File: config.mk
export PLATFORM = sky130hd
export DESIGN_NAME = asid_tlb
export DESIGN_NICKNAME = d
export VERILOG_FILES = /design/src/rtl/tlb_pkg.sv /design/src/rtl/tlb_flush_match.sv /design/src/rtl/tlb_cam_lookup.sv /design/src/rtl/tlb_rr_victim.sv /design/src/rtl/asid_tlb.sv
export SDC_FILE = /design/constraint.sdc
export NUM_CORES = 2
export LEC_CHECK = 0
export BUFFER_PORTS_ARGS = -buffer_cell sky130_fd_sc_hd__buf_2
export CORE_MARGIN = 10
export CORE_UTILIZATION = 62
export DETAILED_ROUTE_END_ITERATION = 7
export GPL_TIMING_DRIVEN = 0
export MAX_ROUTING_LAYER = met4
export PLACE_DENSITY = 0.88
export SYNTH_ARGS = -nofsm -noshare
export SYNTH_HDL_FRONTEND = slang
export SYNTH_SLANG_ARGS = --single-unit
File: constraint.sdc
create_clock -name clk -period 7.1 [get_ports clk]
set_clock_uncertainty 0.1 [all_clocks]
set_input_delay 0.355 -clock clk [delete_from_list [all_inputs] [get_ports clk]]
set_output_delay 0.355 -clock clk [all_outputs]
set_load 0.005 [all_outputs]
File: src/rtl/tlb_pkg.sv
package tlb_pkg;

    typedef enum logic [1:0] {
        SEL_XLAT  = 2'd0,
        SEL_CFG   = 2'd1,
        SEL_FLUSH = 2'd2,
        SEL_NONE  = 2'd3
    } reg_sel_e;

    typedef enum logic [1:0] {
        FL_ALL     = 2'd0,
        FL_RSVD    = 2'd1,
        FL_SECTION = 2'd2,
        FL_GROUP   = 2'd3
    } flush_kind_e;

    localparam int unsigned CFG_STATS_BIT   = 31;
    localparam int unsigned CFG_ACT_W       = 6;
    localparam logic [31:0] CFG_RESET       = 32'h2000_0010;
    localparam int unsigned FL_ASID_EN_BIT  = 31;
    localparam int unsigned FL_ASID_LSB     = 29;
    localparam int unsigned FL_SEC_LSB      = 10;
    localparam int unsigned FL_GRP_LSB      = 2;

endpackage

File: src/rtl/tlb_flush_match.sv
module tlb_flush_match #(
    parameter int unsigned N       = 16,
    parameter int unsigned VPN_W   = 20,
    parameter int unsigned ASID_W  = 2,
    parameter int unsigned SEC_LSB = 10,
    parameter int unsigned GRP_LSB = 2
) (
    input  logic                     flush_req,
    input  tlb_pkg::flush_kind_e     kind,
    input  logic                     asid_qual,
    input  logic [ASID_W-1:0]        asid_key,
    input  logic [VPN_W-1:GRP_LSB]   vpn_key,
    input  logic [N-1:0]             ent_vld,
    input  logic [ASID_W-1:0]        ent_asid [N],
    input  logic [VPN_W-1:0]         ent_vpn  [N],
    output logic [N-1:0]             kill
);
    import tlb_pkg::*;

    for (genvar i = 0; i < N; i++) begin : g_ent
        logic asid_ok;
        logic page_ok;
        always_comb begin
            asid_ok = !asid_qual || (ent_asid[i] == asid_key);
            case (kind)
                FL_ALL:     page_ok = 1'b1;
                FL_SECTION: page_ok = (ent_vpn[i][VPN_W-1:SEC_LSB] == vpn_key[VPN_W-1:SEC_LSB]);
                FL_GROUP:   page_ok = (ent_vpn[i][VPN_W-1:GRP_LSB] == vpn_key);
                default:    page_ok = 1'b0;
            endcase
            kill[i] = flush_req && ent_vld[i] && asid_ok && page_ok;
        end
    end

endmodule

File: src/rtl/tlb_cam_lookup.sv
module tlb_cam_lookup #(
    parameter int unsigned N      = 16,
    parameter int unsigned VPN_W  = 20,
    parameter int unsigned ASID_W = 2,
    localparam int unsigned IDX_W = (N > 1) ? $clog2(N) : 1
) (
    input  logic [N-1:0]        ent_vld,
    input  logic [ASID_W-1:0]   ent_asid [N],
    input  logic [VPN_W-1:0]    ent_vpn  [N],
    input  logic [ASID_W-1:0]   key_asid,
    input  logic [VPN_W-1:0]    key_vpn,
    output logic                hit,
    output logic [IDX_W-1:0]    idx
);
    logic [N-1:0] match;

    for (genvar i = 0; i < N; i++) begin : g_cmp
        assign match[i] = ent_vld[i] && (ent_asid[i] == key_asid) && (ent_vpn[i] == key_vpn);
    end

    always_comb begin
        hit = |match;
        idx = '0;
        for (int i = N - 1; i >= 0; i--) begin
            if (match[i]) idx = IDX_W'(i);
        end
    end

endmodule

File: src/rtl/tlb_rr_victim.sv
module tlb_rr_victim #(
    parameter int unsigned N     = 16,
    parameter int unsigned ACT_W = 6,
    localparam int unsigned IDX_W = (N > 1) ? $clog2(N) : 1
) (
    input  logic              clk,
    input  logic              rst_n,
    input  logic              advance,
    input  logic [ACT_W-1:0]  act_field,
    output logic [IDX_W-1:0]  victim
);
    logic [IDX_W-1:0] ptr_d, ptr_q;
    logic [IDX_W:0]   act;
    logic [IDX_W:0]   nxt;

    always_comb begin
        if (act_field == '0 || int'(act_field) > int'(N)) act = (IDX_W+1)'(N);
        else act = (IDX_W+1)'(act_field);
        victim = ({1'b0, ptr_q} >= act) ? '0 : ptr_q;
        nxt    = {1'b0, victim} + (IDX_W+1)'(1);
        ptr_d  = ptr_q;
        if (advance) ptr_d = (nxt == act) ? '0 : nxt[IDX_W-1:0];
    end

    always_ff @(posedge clk) begin
        if (!rst_n) ptr_q <= '0;
        else        ptr_q <= ptr_d;
    end

endmodule

File: src/rtl/asid_tlb.sv
module asid_tlb #(
    parameter int unsigned N      = 16,
    parameter int unsigned VPN_W  = 20,
    parameter int unsigned PFN_W  = 20,
    parameter int unsigned ASID_W = 2,
    parameter int unsigned ATTR_W = 3,
    parameter int unsigned CNT_W  = 32
) (
    input  logic              clk,
    input  logic              rst_n,
    input  logic              reg_wr_en,
    input  logic [1:0]        reg_sel,
    input  logic [31:0]       reg_wdata,
    input  logic              lk_valid,
    input  logic [ASID_W-1:0] lk_asid,
    input  logic [VPN_W-1:0]  lk_vpn,
    input  logic              fill_valid,
    input  logic [ASID_W-1:0] fill_asid,
    input  logic [VPN_W-1:0]  fill_vpn,
    input  logic [PFN_W-1:0]  fill_pfn,
    input  logic [ATTR_W-1:0] fill_attr,
    output logic              rsp_valid,
    output logic              rsp_hit,
    output logic [PFN_W-1:0]  rsp_pfn,
    output logic [ATTR_W-1:0] rsp_attr,
    output logic              xlat_en,
    output logic [31:0]       tlb_cfg,
    output logic [CNT_W-1:0]  hit_cnt,
    output logic [CNT_W-1:0]  miss_cnt
);
    import tlb_pkg::*;

    localparam int unsigned IDX_W = (N > 1) ? $clog2(N) : 1;

    typedef struct packed {
        logic [31:0]       cfg;
        logic              xen;
        logic [CNT_W-1:0]  hits;
        logic [CNT_W-1:0]  misses;
        logic              rv;
        logic              rhit;
        logic [PFN_W-1:0]  rpfn;
        logic [ATTR_W-1:0] rattr;
    } ctl_t;

    ctl_t st_d, st_q;

    logic [N-1:0]        vld_d, vld_q;
    logic [ASID_W-1:0]   asid_d [N];
    logic [ASID_W-1:0]   asid_q [N];
    logic [VPN_W-1:0]    vpn_d  [N];
    logic [VPN_W-1:0]    vpn_q  [N];
    logic [PFN_W-1:0]    pfn_d  [N];
    logic [PFN_W-1:0]    pfn_q  [N];
    logic [ATTR_W-1:0]   attr_d [N];
    logic [ATTR_W-1:0]   attr_q [N];

    logic                flush_req;
    logic [N-1:0]        kill;
    logic [N-1:0]        live;
    logic                lk_hit, dup_hit;
    logic [IDX_W-1:0]    lk_idx, dup_idx, victim, fill_idx;

    assign flush_req = reg_wr_en && (reg_sel_e'(reg_sel) == SEL_FLUSH);
    assign live      = vld_q & ~kill;

    tlb_flush_match #(
        .N(N), .VPN_W(VPN_W), .ASID_W(ASID_W),
        .SEC_LSB(FL_SEC_LSB), .GRP_LSB(FL_GRP_LSB)
    ) u_flush (
        .flush_req (flush_req),
        .kind      (flush_kind_e'(reg_wdata[1:0])),
        .asid_qual (reg_wdata[FL_ASID_EN_BIT]),
        .asid_key  (reg_wdata[FL_ASID_LSB +: ASID_W]),
        .vpn_key   (reg_wdata[VPN_W-1:FL_GRP_LSB]),
        .ent_vld   (vld_q),
        .ent_asid  (asid_q),
        .ent_vpn   (vpn_q),
        .kill      (kill)
    );

    tlb_cam_lookup #(.N(N), .VPN_W(VPN_W), .ASID_W(ASID_W)) u_lookup (
        .ent_vld  (live),
        .ent_asid (asid_q),
        .ent_vpn  (vpn_q),
        .key_asid (lk_asid),
        .key_vpn  (lk_vpn),
        .hit      (lk_hit),
        .idx      (lk_idx)
    );

    tlb_cam_lookup #(.N(N), .VPN_W(VPN_W), .ASID_W(ASID_W)) u_dup (
        .ent_vld  (vld_q),
        .ent_asid (asid_q),
        .ent_vpn  (vpn_q),
        .key_asid (fill_asid),
        .key_vpn  (fill_vpn),
        .hit      (dup_hit),
        .idx      (dup_idx)
    );

    tlb_rr_victim #(.N(N), .ACT_W(CFG_ACT_W)) u_victim (
        .clk       (clk),
        .rst_n     (rst_n),
        .advance   (fill_valid && !dup_hit),
        .act_field (st_q.cfg[CFG_ACT_W-1:0]),
        .victim    (victim)
    );

    assign fill_idx = dup_hit ? dup_idx : victim;

    always_comb begin
        st_d   = st_q;
        vld_d  = live;
        asid_d = asid_q;
        vpn_d  = vpn_q;
        pfn_d  = pfn_q;
        attr_d = attr_q;

        if (fill_valid) begin
            vld_d[fill_idx]  = 1'b1;
            asid_d[fill_idx] = fill_asid;
            vpn_d[fill_idx]  = fill_vpn;
            pfn_d[fill_idx]  = fill_pfn;
            attr_d[fill_idx] = fill_attr;
        end

        st_d.rv    = lk_valid;
        st_d.rhit  = 1'b0;
        st_d.rpfn  = '0;
        st_d.rattr = '0;
        if (lk_valid) begin
            if (!st_q.xen) begin
                st_d.rhit = 1'b1;
                st_d.rpfn = PFN_W'(lk_vpn);
            end else begin
                st_d.rhit = lk_hit;
                if (lk_hit) begin
                    st_d.rpfn  = pfn_q[lk_idx];
                    st_d.rattr = attr_q[lk_idx];
                end
                if (st_q.cfg[CFG_STATS_BIT]) begin
                    if (lk_hit) st_d.hits   = st_q.hits + CNT_W'(1);
                    else        st_d.misses = st_q.misses + CNT_W'(1);
                end
            end
        end

        if (reg_wr_en) begin
            case (reg_sel_e'(reg_sel))
                SEL_XLAT: st_d.xen = reg_wdata[0];
                SEL_CFG:  st_d.cfg = reg_wdata;
                default:  ;
            endcase
        end
    end

    always_ff @(posedge clk) begin
        if (!rst_n) begin
            st_q     <= '0;
            st_q.cfg <= CFG_RESET;
            vld_q    <= '0;
        end else begin
            st_q  <= st_d;
            vld_q <= vld_d;
        end
    end

    always_ff @(posedge clk) begin
        asid_q <= asid_d;
        vpn_q  <= vpn_d;
        pfn_q  <= pfn_d;
        attr_q <= attr_d;
    end

    assign rsp_valid = st_q.rv;
    assign rsp_hit   = st_q.rhit;
    assign rsp_pfn   = st_q.rpfn;
    assign rsp_attr  = st_q.rattr;
    assign xlat_en   = st_q.xen;
    assign tlb_cfg   = st_q.cfg;
    assign hit_cnt   = st_q.hits;
    assign miss_cnt  = st_q.misses;

endmodule

# After elaboration in Yosys (flattened, before gate mapping)
# Index checks and enable logic that the tools add are counted.
dict set report word_totals {
  regBits 862
  inputBits 106
  out_inout_bits 122
  word_cells 426
}
dict set report classes {
  add_sub_neg 3
  n_lt_le_gt_ge 7
  n_eq_ne 117
  n_mux 73
  n_bitwise 6
  n_reduce_logical 146
}
# op n
set op_table {}
lappend op_table {{$bwmux 320} 2}
lappend op_table {{$eq 20x20->1} 32}
lappend op_table {{$eq 18x18->1} 16}
lappend op_table {{$eq 10x10->1} 16}
lappend op_table {{$mux 4} 35}
lappend op_table {{$logic_and 1x1->1} 116}
lappend op_table {{$eq 2x2->1} 48}
lappend op_table {{$bmux 20 s4} 1}
lappend op_table {{$demux 20 s4} 1}
lappend op_table {{$add 32x1->32 const B} 2}
lappend op_table {{$mux 20} 3}
lappend op_table {{$bwmux 48} 1}
lappend op_table {{$pmux 1 s3} 16}
lappend op_table {{$bwmux 32} 1}
lappend op_table {{$reduce_or 16->1} 2}
lappend op_table {{$mux 23} 1}
lappend op_table {{$mux 21} 1}
lappend op_table {{$logic_or 1x1->1} 17}
lappend op_table {{$and 16x16->16} 1}
lappend op_table {{$mux 16} 1}
lappend op_table {{$not 16->16} 1}
lappend op_table {{$or 16x16->16} 1}
lappend op_table {{$bmux 3 s4} 1}
lappend op_table {{$demux 3 s4} 1}
lappend op_table {{other kinds (23)} 35}

# Longest topological paths before layout
dict set report depth {
  word_depth 31
  ltp_mapped 18
  depth_no_buf 18
}

# Hierarchy
# A second synthesis with hierarchy kept.
dict set report unflattened {
  hier_cells 3343
  area_unflattened_um2 43536.8
}
# mod instances cells_each area_each_um2
set modules_own_cells {}
lappend modules_own_cells {asid_tlb 1 1658 30225.2}
lappend modules_own_cells {tlb_cam_lookup 2 553 4326.6}
lappend modules_own_cells {tlb_flush_match 1 512 4112.7}
lappend modules_own_cells {tlb_rr_victim 1 67 545.5}

# Worst setup path before layout
# Ideal clock, no wire load.
dict set report synth_timing {
  path_type {input port to flip-flop}
  startpoint {in fill_vpn[9]}
  endpoint {reg asid_q[0] (netlist name) (enable)}
  setup_ps 447
  t_arrival_ps 4772
  required_ps 6553
  slack_ps 1780
  path_stages 14
  path_buffers 2
  cell_sequence {clkbuf_1 buf_2 xnor2_1 nand4_1 nor4_1 o2111ai_1 a21boi_0 o21ai_0 a21boi_0 o221ai_1 a21oi_1 nor2_1 or2_2 nor2_1}
}
# item line
set synth_lines {}
lappend synth_lines {{start, declared} asid_tlb.sv:19} ;# input logic [VPN_W-1:0] fill_vpn,
lappend synth_lines {{end signal, assigned} asid_tlb.sv:170} ;# asid_q <= asid_d;
lappend synth_lines {{end, declared} asid_tlb.sv:50} ;# logic [ASID_W-1:0] asid_q [N];

==> results.txt <==
Cells after synthesis: 3447
Maximum clock rate: 135 MHz
CP peak stage delay: 1.17 ns
Routed vias/inst: 7.04
WP data arrival: 7.72 ns
Share of layout cells above drive strength 1: 15.4%
Die area: 81100 sq um
Cells on Worst Hold Path: 4
Worst reg-to-reg setup slack: 0.20 ns
Number of global-route vias before repair: 32210
Worst-Margin Slew: 1.51 ns
Layout Nets: 3899
Num Clock Sinks: 862
Number of remaining DRC errors: 0
Crit Path Category: in -> reg
Failing checks: max-capacitance violations, max-slew violations, negative setup slack
CP max FO: 24
Synthesis Warnings: 0
Area grow syn2layout: 14.4%
Wire length per cell after detailed routing: 39.9 um
Critical Path Source Type: input pin
RSZ-0062 raised after global routing: false
Area after DPL: 46300 sq um
Fin. max-slew vios: 18
Mean post-synth cell area: 12.6 sq um
Maximum clock path buffer count: 3
Total GRT Usage: 47.3%
Period minus WS final: 7.43 ns
Worst skew pair latency: 0.72 ns
Hold Path Sink: xlat_en
H-tree depth: 3
Post-synthesis cell type count: 83
I/O pin count: 228
Part of the Yosys area used for sequential elements: 56.3%
Wirelength, routed: 192000 um
Hold Vio Cnt, Final: 0
Status: complete, but fails checks
P_leak: 16.6 nW
Setup-failing EPs final: 132
DIE WIDTH: 285 um
Commonest cells after routing, fill and taps aside: edfxtp_1, xor2_1, xnor2_1, buf_2, nand2_1
First-pass GRT wire length: 259000 um
HP Start: reg_sel[0]
RR Startpoint: vpn_q[124]
PD cells: 232 nW/um^2
Dpl hpwl: 128000 um
Mapped Area: 43500 sq um
Num CTS Buffers: 87
Initial Util: 62.3%
Worst r2r dst: pfn_q[224]
Top_reg_cell synth: edfxtp_1
Post-CTS Setup Inserts: 0
Worst Reg-to-Reg Cells: 13
Drt pass-1 iters: 8
# resized after CTS: 0
Synthesized Nets: 3560
Slew HR: -0.850%
Fin area: 49700 sq um
Critical path, cell by cell: buf_2 > clkbuf_1 > xnor2_1 > nand4_1 > nor4_1 > nand3_1 > nand4_1 > nor3_1 > and2_1 > nand2_1 > o21ai_0 > nor2_1 > nand2_1 > nor2_4 > buf_12
Grt total ovfl: 0
Setup WS post-layout: -0.331 ns
Core ar.: 69800 sq um
Fin crit share: 105%
Ys async rst share: 0%
Max Cap Viol: 2
VDD IR max: 0.000276 V
IO Port Bufs: 185
Row count: 97
Post-synth EDFFs: 720
Setup TNS: -17.60 ns
Vias: 33813
Class of the worst hold path: in -> reg
Req. time, crit path: 7.38 ns
Root Buffer Master: clkbuf_16
Largest net degree at the start of global routing: 31
Die Y: 285 um
DRC marker count from the first detailed-route iteration: 5905
Antenna viol nets, final: 0
Register clock-pin slew on the reported worst setup and hold paths: 0.06 ns
Crit path capture type: flip-flop
Routability cong.: 1.08
Initial antenna violation count: 5
Most common cell after layout, fill and taps aside: edfxtp_1
Slowest cell on crit path: clkbuf_1
Flops & latches, synth: 862
CTS tree: built
report_power, final:
part | internal, mW | leakage, nW | switching [mW]
Clock | 2.72 | 1.44 | 2.17
Combinational | 0.298 | 7.54 | 0.750
Sequential | 5.54 | 7.65 | 0.0540
cells in the mapped netlist (all sizes together) (24+ instances only):
library cell	instances	area [sq um]
edfxtp	720	21600
xor2	547	4790
xnor2	529	4630
nand2	193	724
nor4	157	1020
dfxtp	142	2840
buf	141	885
nand4	138	878
mux2i	117	1170
a21oi	99	495
nor2	97	369
nand3	87	435
clkbuf	60	225
mux2	55	619
o21ai	30	150
inv	24	90.1
area by class of cell:
type                    instances  area (sq um)
inverters                      24          90.1
clock inverters                37           528
flip-flops and latches        862         24500
plain buffers                 200          1110
clock buffers                 125          2470
diodes                          3          7.51
fillers                      4561         20100
well taps                     940          1180
multi-input cells            2360         17900
repair buffers                251          1930
state kept, by name, summed over array words and instances (netlist names):
register and flops:
rsp_pfn 20, attr_q 48, tlb_cfg 32, miss_cnt 32
vld_q 16, xlat_en 1, vpn_q 320, hit_cnt 32
u_victim.ptr_q 4, pfn_q 320, rsp_valid 1, rsp_attr 3
asid_q 32, rsp_hit 1
worst max-delay path, delay by kind of cell:
kind | cells | cell delay, ns
compound gates | 1 | 0.16
xor+xnor | 1 | 0.21
buf+inv | 3 | 2.13
simple gates | 10 | 4.77
metal layers:
layer  up-vias  GRT usage [%]  part of all wire, %
li1      13179              -                    -
met1     16315           57.3                   35
met2      3537           66.1                   42
met3       782           19.0                   16
met4         0           28.1                  7.4
met5         -              -                    0
worst max-delay path by stage:
stage            startpoint          to  slack (ns)  depth (start not counted)
2_1_floorplan   fill_vpn[9]   asid_q[0]        1.78                         14
3_3_place_gp   fill_vpn[13]  pfn_q[311]       -3.99                         15
3_5_place_dp   fill_vpn[13]  pfn_q[226]       -0.63                         16
4_1_cts        fill_vpn[13]  vpn_q[239]        0.06                         16
5_1_grt         fill_vpn[3]   attr_q[9]        0.20                         16
6_report       fill_vpn[18]  pfn_q[224]       -0.33                         15
through the flow:
step | instances | setup slack (ns) | total power, mW | hold slack [ns] | util, %
final | 4802 | -0.331 | 11.5 | 0.0276 | 71.2
after global routing | 4801 | 0.203 | 11.7 | 0.0605 | 71.2
after CTS | 4799 | 0.0584 | 11.4 | 0.00680 | 71.2
after detailed placement | 4599 | -0.627 | 6.65 | 0.344 | 66.3
after global placement | 4572 | -3.99 | 6.64 | 0.339 | 65.3
after floorplan | 3447 | 1.78 | 6.18 | 0.345 | -
logic make-up after synthesis:
group           Yosys count  synth area share [%]
fa+ha+maj                 7                 0.202
mux                     172                  4.12
buf+inv                 225                  2.76
compound gates          317                  5.27
simple gates            788                  9.68
xor+xnor               1076                  21.7
flops                   862                  56.3
what timing repair did:
item | in CTS | in global routing
hold buffers | 38 | 0
endpoints found under the setup margin | 0 | 53
endpoints found under the hold margin | 378 | 0
(Power assumes the default switching activity.)
